`src/rtl/lqm_pkg.sv`:
```
// Package: shared constants and bit-position helpers for the link quality
// threshold monitor. Assumes exactly five monitored parameters.
package lqm_pkg;
    localparam int NPARAM     = 5;
    localparam int NWARN      = 2 * NPARAM;
    localparam int REG_W      = 16;
    localparam int ADDR_W     = 4;
    localparam int CTRL_EN    = 15;
    localparam int CTRL_ADDR  = 0;
    localparam int THR_BASE   = 1;

    // Warning flag position of the upper bound of lane i (lane 0 is highest).
    function automatic int hi_bit(input int lane);
        return 2 * (NPARAM - 1 - lane) + 1;
    endfunction

    // Warning flag position of the lower bound of lane i.
    function automatic int lo_bit(input int lane);
        return 2 * (NPARAM - 1 - lane);
    endfunction
endpackage

```
`src/rtl/lqm_thresh_bank.sv`:
```
// Threshold bank: holds an upper and a lower signed bound per lane, writable
// and readable through the register port at addresses THR_BASE..THR_BASE+2N-1.
// Assumes SW <= 16. Bounds reset to the extremes, which disables every check.
module lqm_thresh_bank
    import lqm_pkg::*;
#(
    parameter int SW = 12,
    parameter int NP = NPARAM
) (
    input  logic                 clk,
    input  logic                 rst_n,
    input  logic                 wr_en,
    input  logic [ADDR_W-1:0]    addr,
    input  logic [REG_W-1:0]     wr_data,
    output logic [NP*SW-1:0]     thr_hi,
    output logic [NP*SW-1:0]     thr_lo,
    output logic                 rd_hit,
    output logic [REG_W-1:0]     rd_data
);
    localparam logic [SW-1:0] MAX_VAL = {1'b0, {(SW-1){1'b1}}};
    localparam logic [SW-1:0] MIN_VAL = {1'b1, {(SW-1){1'b0}}};
    localparam int            NREG    = 2 * NP;

    logic [SW-1:0] bound_q [NREG];

    generate
        for (genvar k = 0; k < NREG; k++) begin : g_reg
            localparam logic [ADDR_W-1:0] MY_ADDR = ADDR_W'(THR_BASE + k);
            localparam logic [SW-1:0]     RST_VAL = (k % 2 == 0) ? MAX_VAL : MIN_VAL;

            // Load this bound on a write to its address.
            always_ff @(posedge clk) begin
                if (!rst_n)
                    bound_q[k] <= RST_VAL;
                else if (wr_en && addr == MY_ADDR)
                    bound_q[k] <= wr_data[SW-1:0];
            end
        end

        for (genvar i = 0; i < NP; i++) begin : g_out
            assign thr_hi[i*SW +: SW] = bound_q[2*i];
            assign thr_lo[i*SW +: SW] = bound_q[2*i+1];
        end
    endgenerate

    // Read mux with sign extension; flags whether the address is a bound.
    always_comb begin
        rd_hit  = 1'b0;
        rd_data = '0;
        for (int k = 0; k < NREG; k++) begin
            if (addr == ADDR_W'(THR_BASE + k)) begin
                rd_hit  = 1'b1;
                rd_data = REG_W'($signed(bound_q[k]));
            end
        end
    end
endmodule

```
`src/rtl/lqm_cmp_lane.sv`:
```
// Compare lane: strict signed comparison of one sample against its bounds.
// Assumes the bounds are stable values from registers; output is combinational.
module lqm_cmp_lane #(
    parameter int SW = 12
) (
    input  logic          clk,
    input  logic          rst_n,
    input  logic          check_en,
    input  logic [SW-1:0] sample,
    input  logic [SW-1:0] bound_hi,
    input  logic [SW-1:0] bound_lo,
    output logic          over,
    output logic          under
);
    localparam logic [SW-1:0] MAX_VAL = {1'b0, {(SW-1){1'b1}}};
    localparam logic [SW-1:0] MIN_VAL = {1'b1, {(SW-1){1'b0}}};

    // Signed strict comparison, gated by the active-check qualifier.
    always_comb begin
        over  = check_en && ($signed(sample) > $signed(bound_hi));
        under = check_en && ($signed(sample) < $signed(bound_lo));
    end

    AST_HI_MAX_SILENT: assert property (@(posedge clk) disable iff (!rst_n)
        (bound_hi == MAX_VAL) |-> !over);
    AST_LO_MIN_SILENT: assert property (@(posedge clk) disable iff (!rst_n)
        (bound_lo == MIN_VAL) |-> !under);
    AST_EQUAL_SILENT: assert property (@(posedge clk) disable iff (!rst_n)
        (sample == bound_hi || sample == bound_lo) |-> !(over && under));
    AST_EQ_HI_NO_OVER: assert property (@(posedge clk) disable iff (!rst_n)
        (sample == bound_hi) |-> !over);
endmodule

```
`src/rtl/lqm_warn_ctrl.sv`:
```
// Warning and interrupt control: sticky warning flags, the monitor switch,
// and a one-shot interrupt that re-arms on each clearing read.
// Assumes viol is already qualified by the active-check condition.
module lqm_warn_ctrl
    import lqm_pkg::*;
#(
    parameter int NW = NWARN
) (
    input  logic          clk,
    input  logic          rst_n,
    input  logic [NW-1:0] viol,
    input  logic          clr,
    input  logic          en_wr,
    input  logic          en_wdata,
    input  logic          irq_en,
    output logic          mon_en,
    output logic [NW-1:0] warn,
    output logic          irq
);
    logic armed_q;
    logic fire;

    // Fire once when armed, enabled and a warning is pending, never on a read.
    always_comb fire = armed_q && irq_en && (|warn) && !clr;

    // Sticky warnings: read clears, same-cycle violations win.
    always_ff @(posedge clk) begin
        if (!rst_n)
            warn <= '0;
        else
            warn <= (clr ? '0 : warn) | viol;
    end

    // Monitor switch register.
    always_ff @(posedge clk) begin
        if (!rst_n)
            mon_en <= 1'b0;
        else if (en_wr)
            mon_en <= en_wdata;
    end

    // Arming state: a read re-arms, a pulse disarms.
    always_ff @(posedge clk) begin
        if (!rst_n)
            armed_q <= 1'b1;
        else if (clr)
            armed_q <= 1'b1;
        else if (fire)
            armed_q <= 1'b0;
    end

    // Registered interrupt pulse.
    always_ff @(posedge clk) begin
        if (!rst_n)
            irq <= 1'b0;
        else
            irq <= fire;
    end

    AST_WARN_STICKY: assert property (@(posedge clk) disable iff (!rst_n)
        !clr |=> (($past(warn) & ~warn) == '0));
    AST_READ_RACE_KEEP: assert property (@(posedge clk) disable iff (!rst_n)
        clr |=> ((warn & $past(viol)) == $past(viol)));
    AST_IRQ_ONE_CYCLE: assert property (@(posedge clk) disable iff (!rst_n)
        irq |=> !irq);
    AST_IRQ_NEEDS_EN: assert property (@(posedge clk) disable iff (!rst_n)
        $rose(irq) |-> $past(irq_en));
    AST_IRQ_NOT_ON_READ: assert property (@(posedge clk) disable iff (!rst_n)
        clr |=> !irq);
endmodule

```
`src/rtl/lqm_monitor.sv`:
```
// Top: link quality threshold monitor. Ties the threshold bank, five compare
// lanes and the warning/interrupt controller to a simple register port.
// Assumes one register access per cycle and SW <= 16.
module lqm_monitor
    import lqm_pkg::*;
#(
    parameter int SW = 12
) (
    input  logic                  clk,
    input  logic                  rst_n,
    input  logic [ADDR_W-1:0]     reg_addr,
    input  logic                  reg_wr,
    input  logic                  reg_rd,
    input  logic [REG_W-1:0]      reg_wdata,
    output logic [REG_W-1:0]      reg_rdata,
    input  logic                  link_up,
    input  logic                  irq_enable,
    input  logic                  smp_valid,
    input  logic [NPARAM*SW-1:0]  smp_data,
    output logic                  irq
);
    localparam int RSV_W = CTRL_EN - NWARN;

    logic [NPARAM*SW-1:0] thr_hi;
    logic [NPARAM*SW-1:0] thr_lo;
    logic                 bank_hit;
    logic [REG_W-1:0]     bank_rdata;
    logic [NPARAM-1:0]    over;
    logic [NPARAM-1:0]    under;
    logic [NWARN-1:0]     viol;
    logic [NWARN-1:0]     warn;
    logic                 mon_en;
    logic                 check_en;
    logic                 ctrl_sel;
    logic                 ctrl_clr;
    logic                 ctrl_wr;

    // Decode control-word accesses and the active-check qualifier.
    always_comb begin
        ctrl_sel = (reg_addr == ADDR_W'(CTRL_ADDR));
        ctrl_clr = reg_rd && ctrl_sel;
        ctrl_wr  = reg_wr && ctrl_sel;
        check_en = smp_valid && link_up && mon_en;
    end

    lqm_thresh_bank #(.SW(SW), .NP(NPARAM)) u_bank (
        .clk     (clk),
        .rst_n   (rst_n),
        .wr_en   (reg_wr),
        .addr    (reg_addr),
        .wr_data (reg_wdata),
        .thr_hi  (thr_hi),
        .thr_lo  (thr_lo),
        .rd_hit  (bank_hit),
        .rd_data (bank_rdata)
    );

    generate
        for (genvar i = 0; i < NPARAM; i++) begin : g_lane
            lqm_cmp_lane #(.SW(SW)) u_lane (
                .clk      (clk),
                .rst_n    (rst_n),
                .check_en (check_en),
                .sample   (smp_data[i*SW +: SW]),
                .bound_hi (thr_hi[i*SW +: SW]),
                .bound_lo (thr_lo[i*SW +: SW]),
                .over     (over[i]),
                .under    (under[i])
            );
            assign viol[hi_bit(i)] = over[i];
            assign viol[lo_bit(i)] = under[i];
        end
    endgenerate

    lqm_warn_ctrl #(.NW(NWARN)) u_ctrl (
        .clk      (clk),
        .rst_n    (rst_n),
        .viol     (viol),
        .clr      (ctrl_clr),
        .en_wr    (ctrl_wr),
        .en_wdata (reg_wdata[CTRL_EN]),
        .irq_en   (irq_enable),
        .mon_en   (mon_en),
        .warn     (warn),
        .irq      (irq)
    );

    // Read data mux: control word, bound registers, or zero.
    always_comb begin
        if (ctrl_sel)
            reg_rdata = {mon_en, {RSV_W{1'b0}}, warn};
        else if (bank_hit)
            reg_rdata = bank_rdata;
        else
            reg_rdata = '0;
    end

    AST_RSVD_ZERO: assert property (@(posedge clk) disable iff (!rst_n)
        ctrl_sel |-> (reg_rdata[CTRL_EN-1:NWARN] == '0));
    AST_IDLE_NO_NEW_WARN: assert property (@(posedge clk) disable iff (!rst_n)
        !(smp_valid && link_up && mon_en) |=> ((warn & ~$past(warn)) == '0));
    AST_UNMAPPED_ZERO: assert property (@(posedge clk) disable iff (!rst_n)
        (reg_addr > ADDR_W'(2*NPARAM)) |-> (reg_rdata == '0));
endmodule

```
`config.mk`:
```
export PLATFORM = sky130hd
export DESIGN_NAME = lqm_monitor
export DESIGN_NICKNAME = d
export VERILOG_FILES = /design/src/rtl/lqm_pkg.sv /design/src/rtl/lqm_thresh_bank.sv /design/src/rtl/lqm_cmp_lane.sv /design/src/rtl/lqm_warn_ctrl.sv /design/src/rtl/lqm_monitor.sv
export SDC_FILE = /design/constraint.sdc
export NUM_CORES = 1
export LEC_CHECK = 0
export ABC_CLOCK_PERIOD_IN_PS = 3800
export CAP_MARGIN = 20
export CORE_MARGIN = 4
export CORE_UTILIZATION = 45
export CTS_CLUSTER_DIAMETER = 40
export DETAILED_ROUTE_END_ITERATION = 8
export GPL_ROUTABILITY_DRIVEN = 0
export PLACE_DENSITY = 0.66
export SYNTH_ARGS = -nofsm -noshare
export SYNTH_HDL_FRONTEND = slang
export SYNTH_SLANG_ARGS = --single-unit
export TNS_END_PERCENT = 50
```
`constraint.sdc`:
```
create_clock -name clk -period 3.8 [get_ports clk]
set_input_delay 1.14 -clock clk [delete_from_list [all_inputs] [get_ports clk]]
set_output_delay 1.14 -clock clk [all_outputs]
set_load 0.02 [all_outputs]
```
==> summary.md <==
| Metric | Value |
|---|---|
| Count of pins over their slew limit | `0` |
| Layout Skew | `0.00568 ns` |
| Initial cell density of the core | `a little under half` |
| Period utilization | `99.4%` |
| Overall routing resource usage | `about a quarter` |
| Number of fill cells | `roughly 1700` |
| Sequential cell area | `a little under 0.004 mm2` |
| Critical path required time | `roughly 2.7 ns` |
| Stages on worst setup path | `9` |
| Cell family with the largest share of critical-path delay | `compound AO/OA/AOI/OAI gates` |
| Residual overflow from global routing | `0` |
| Internal power consumption | `3.21 mW` |
| Latest clock arrival within the worst-skew pair | `roughly 0.43 ns` |
| PD cells | `around 360 mW/mm2` |
| Top-level port count | `104` |
| Number of levels the H-tree was split into | `4` |
| Wire length of the first global-routing pass | `~47 mm` |
| Worst-path fanout max | `8` |
| Leading post-synthesis cells by cell area | `sky130_fd_sc_hd__edfxtp_1 (38%), sky130_fd_sc_hd__ha_1 (15%), sky130_fd_sc_hd__inv_1 (4.9%)` |
| Synthesis-stage register bit count | `about 130` |
| Most used cell, CP | `sky130_fd_sc_hd__buf_12` |
| Layout net count | `between 1000 and 1500` |
| Number of warnings issued by yosys | `0` |
| Slack of the worst reg-to-reg path | `a little under 2 ns` |
| Wire length reported by the detailed router | `approximately 31 mm` |
| Unique cell type count in the Yosys netlist | `between 60 and 70` |
| Buffer type at the clock tree root | `sky130_fd_sc_hd__clkbuf_16` |
| Gate count of the mapped netlist | `roughly 1000` |
| Number of buffers inserted by port buffering | `100` |
| Worst slew pin tran | `~0.72 ns` |
| FF-to-FF path depth | `7` |
| TritonCTS Sinks | `roughly 130` |
| Clock-pin slew on the worst setup and hold paths | `approximately 0.06 ns` |
| Clock tree from TritonCTS | `yes` |
| Crit path capture type | `output port` |
| Worst hold path class | `flop to flop` |
| Reg-to-reg critical path endpoint | `u_ctrl.warn[8]` |
| Number of antenna violations at the first check in global routing | `0` |
| Status | `finished clean` |
| Count of antenna-violating nets left after detailed routing | `0` |
| Floorplan core area | `roughly 0.020 mm2` |
| Psw | `around 1.2 mW` |
| Portion of the post-synthesis area used by sequential elements | `41.2%` |
| WL/cell | `about 22 um` |
| Largest buffer count on any clock path | `2` |
| Sw Share | `26.6%` |
| Number of clock buffers inserted by TritonCTS | `17` |
| Number of diodes added for antenna fixing | `0` |
| Dpl hpwl | `24.5 mm` |
| Final Hold Slack | `roughly 0.45 ns` |
| Maximum Capacitance Violations | `0` |
| Fraction of met3 tracks used by global routing | `under 10%` |
| Most heavily used metal layer in global routing | `met2` |
| Number of hold-slack violations in the final timing report | `0` |
| VDD IR max | `around 0.28 mV` |
| Setup crit end | `reg_rdata[5]` |
| Final setup violation count | `0` |
| Nature of the critical path startpoint | `input port` |
| Avg Inst Size Synth | `9.60 um2` |
| Share of synthesized registers carrying an async set or reset | `0%` |
| Post-route design area | `about 0.012 mm2` |
| Biggest cell delay along the critical path | `about 0.33 ns` |
| Number of rows in the core area | `52` |
| Fraction of layout instances using a drive strength above 1 | `between 15 and 20%` |
| Clock group share of total power | `between 40% and 50%` |
| Predominant post-synthesis flop cell | `sky130_fd_sc_hd__edfxtp_1` |
| Total nets after synthesis | `1178` |
| Syn Std Cell Area | `0.00937 mm2` |
| Via count of the first global-routing pass | `around 8000` |
| Number of vias per cell | `5.81` |
| Remaining DRCs | `0` |
| Design Power | `4.38 mW` |
| Horiz. Die Dim | `around 150 um` |
| Synth top area share | `just under 40%` |
| Signed area change from the synthesized netlist to the final layout | `29.0%` |
| Worst setup path class | `input port to output port` |
| Leakage power | `5.12 nW` |
| Die footprint | `between 0.02 and 0.025 mm2` |
| Final worst path period need | `between 3 and 4 ns` |
| Crit. Startpoint | `reg_addr[1]` |
| Reg power frac | `around two fifths` |
| Area of the multi-input gates | `between 0.004 and 0.005 mm2` |
| Number of synthesized flops with an enable pin | `120` |
| Reg2reg start | `u_bank.bound_q[0][23]` |
| Top cell type by total area after synthesis | `sky130_fd_sc_hd__edfxtp_1` |
| Cell breakdown of the critical path | `buf_12 > buf_8 > buf_12 > mux2i_2 > a21oi_1 > a221o_1 > a32oi_1 > nor2_1 > buf_4` |
| Data arrival time of the worst path | `about 2.6 ns` |
| Upper clock frequency limit | `~0.26 GHz` |
| Combinational cell fraction of total power | `a little under a fifth` |
| Met1 Track Usage GR | `a little under two fifths` |
| Area after DPL | `roughly 0.011 mm2` |
| Slowest cell on the critical path | `sky130_fd_sc_hd__a221o_1` |
| Die outline height | `roughly 150 um` |
| Worst hold path startpoint | `u_ctrl.armed_q` |
| Crit path buffers/inverters | `4` |
| Violation count after the first detailed-route iteration | `1062` |
| Router iterations before antenna repair | `6` |
| Worst relative slew slack | `between 50% and 60%` |
| Via count of the routed design | `about 8300` |
| Global routing usage on met2 | `40.4%` |
| Maximum number of pins on one net before global-route repair | `24` |
## worst min path at each step
stage	endpoint	slack, ns	depth (start not counted)
2_1_floorplan	u_ctrl.armed_q	0.42	2
3_3_place_gp	u_ctrl.armed_q	0.43	2
3_5_place_dp	u_ctrl.armed_q	0.44	2
4_1_cts	u_ctrl.armed_q	0.44	2
5_1_grt	u_ctrl.armed_q	0.45	2
6_report	u_ctrl.armed_q	0.45	2
## worst register-to-register path, stage by stage (launching register included)
cell                       delay, ns
sky130_fd_sc_hd__edfxtp_1       0.39
sky130_fd_sc_hd__inv_1          0.07
sky130_fd_sc_hd__ha_1           0.28
sky130_fd_sc_hd__or3b_2         0.44
sky130_fd_sc_hd__a21oi_1        0.20
sky130_fd_sc_hd__nand3_1        0.10
sky130_fd_sc_hd__a41oi_1        0.19
sky130_fd_sc_hd__a221o_1        0.14
## cell usage after synthesis, drive strengths merged (2+ instances only)
| cell | n |
|---|---|
| inv | 124 |
| o31ai | 10 |
| a221o | 10 |
| a311oi | 3 |
| or3 | 24 |
| nand2b | 32 |
| a21oi | 67 |
| a21boi | 3 |
| and2 | 55 |
| nand3 | 24 |
| o21bai | 2 |
| nor3b | 5 |
| a211oi | 13 |
| o21ai | 70 |
| dfxtp | 13 |
| a32oi | 3 |
| clkbuf | 21 |
| ha | 115 |
| nor2 | 35 |
| a211o | 6 |
| o21a | 9 |
| o22ai | 8 |
| edfxtp | 120 |
| o311ai | 5 |
| a221oi | 5 |
| or2 | 12 |
| and4 | 2 |
| a21o | 5 |
| buf | 26 |
| o221ai | 4 |
| nor2b | 13 |
| mux2i | 9 |
| nand2 | 48 |
| o211ai | 12 |
| o2111ai | 2 |
| nand4 | 13 |
| nor3 | 24 |
| nor4 | 5 |
## cell families after synthesis
logic type	count (synthesis)	synth area share, %
buffers and inverters	172	7.61
adders and majority gates	115	15.4
and+or+nand+nor	296	17.5
muxes	11	1.32
AOI/OAI and AO/OA	249	17.0
DFF	133	41.2
## power groups by stage
stage / Combinational (mW) / Sequential [mW] / Clock (mW)
after detailed placement: 0.799 / 1.77 / 0
after global routing: 0.917 / 1.75 / 1.87
after global placement: 0.783 / 1.77 / 0
final: 0.839 / 1.75 / 1.79
after floorplan: 0.431 / 1.73 / 0
after CTS: 0.811 / 1.75 / 1.81
## metrics by stage
stage	utilization [%]	worst slack (ns)	TNS, ns	cells
detailed placement	55.1	-1.08	-14.12	1396
floorplan	-	0.128	0	976
global placement	55.1	-1.06	-13.84	1396
CTS	58.7	-0.00289	-0.00289	1431
global route	59.4	-0.0105	-0.0105	1433
finish	59.4	0.0214	0	1433
## state kept, by name, summed over array words and instances, names as in the netlist
register / count
u_ctrl.warn: 10
u_ctrl.armed_q: 1
u_bank.bound_q: 120
u_ctrl.mon_en: 1
u_ctrl.irq: 1
## layer usage
layer	up-vias	wire [um]
met1	3891	13500
met3	74	3360
li1	3904	-
met2	457	13700
met5	-	0
met4	0	962
## area by class of cell
type / instances / share of cell area, %
multi-input cells: 671 / 40.9
flip-flops and latches: 133 / 32.0
repair buffers: 202 / 15.2
inverters: 125 / 3.88
clock buffers: 18 / 3.55
well taps: 270 / 2.79
clock inverters: 14 / 1.71
## layout by cell type (no fill, tap or decap), drive strengths merged, types with 32 or more instances in the layout
cell type / Yosys / final
ha: 115 / 115
and2: 55 / 55
nand2: 48 / 48
nor2: 35 / 35
o21ai: 70 / 70
clkdlybuf4s50: 0 / 80
buf: 26 / 116
nand2b: 32 / 32
inv: 124 / 125
a21oi: 67 / 67
edfxtp: 120 / 120
## what timing repair did
action | 4_1_cts | 5_1_grt
endpoints found under the hold margin | 0 | 0
setup buffers | 4 | 2
resized for setup | 111 | 35
setup endpoints to repair | 16 | 15
hold buffers | 0 | 0
cloned | 1 | 0
pin swaps | 19 | 14
No activity file was read; power rests on OpenSTA's default activity.
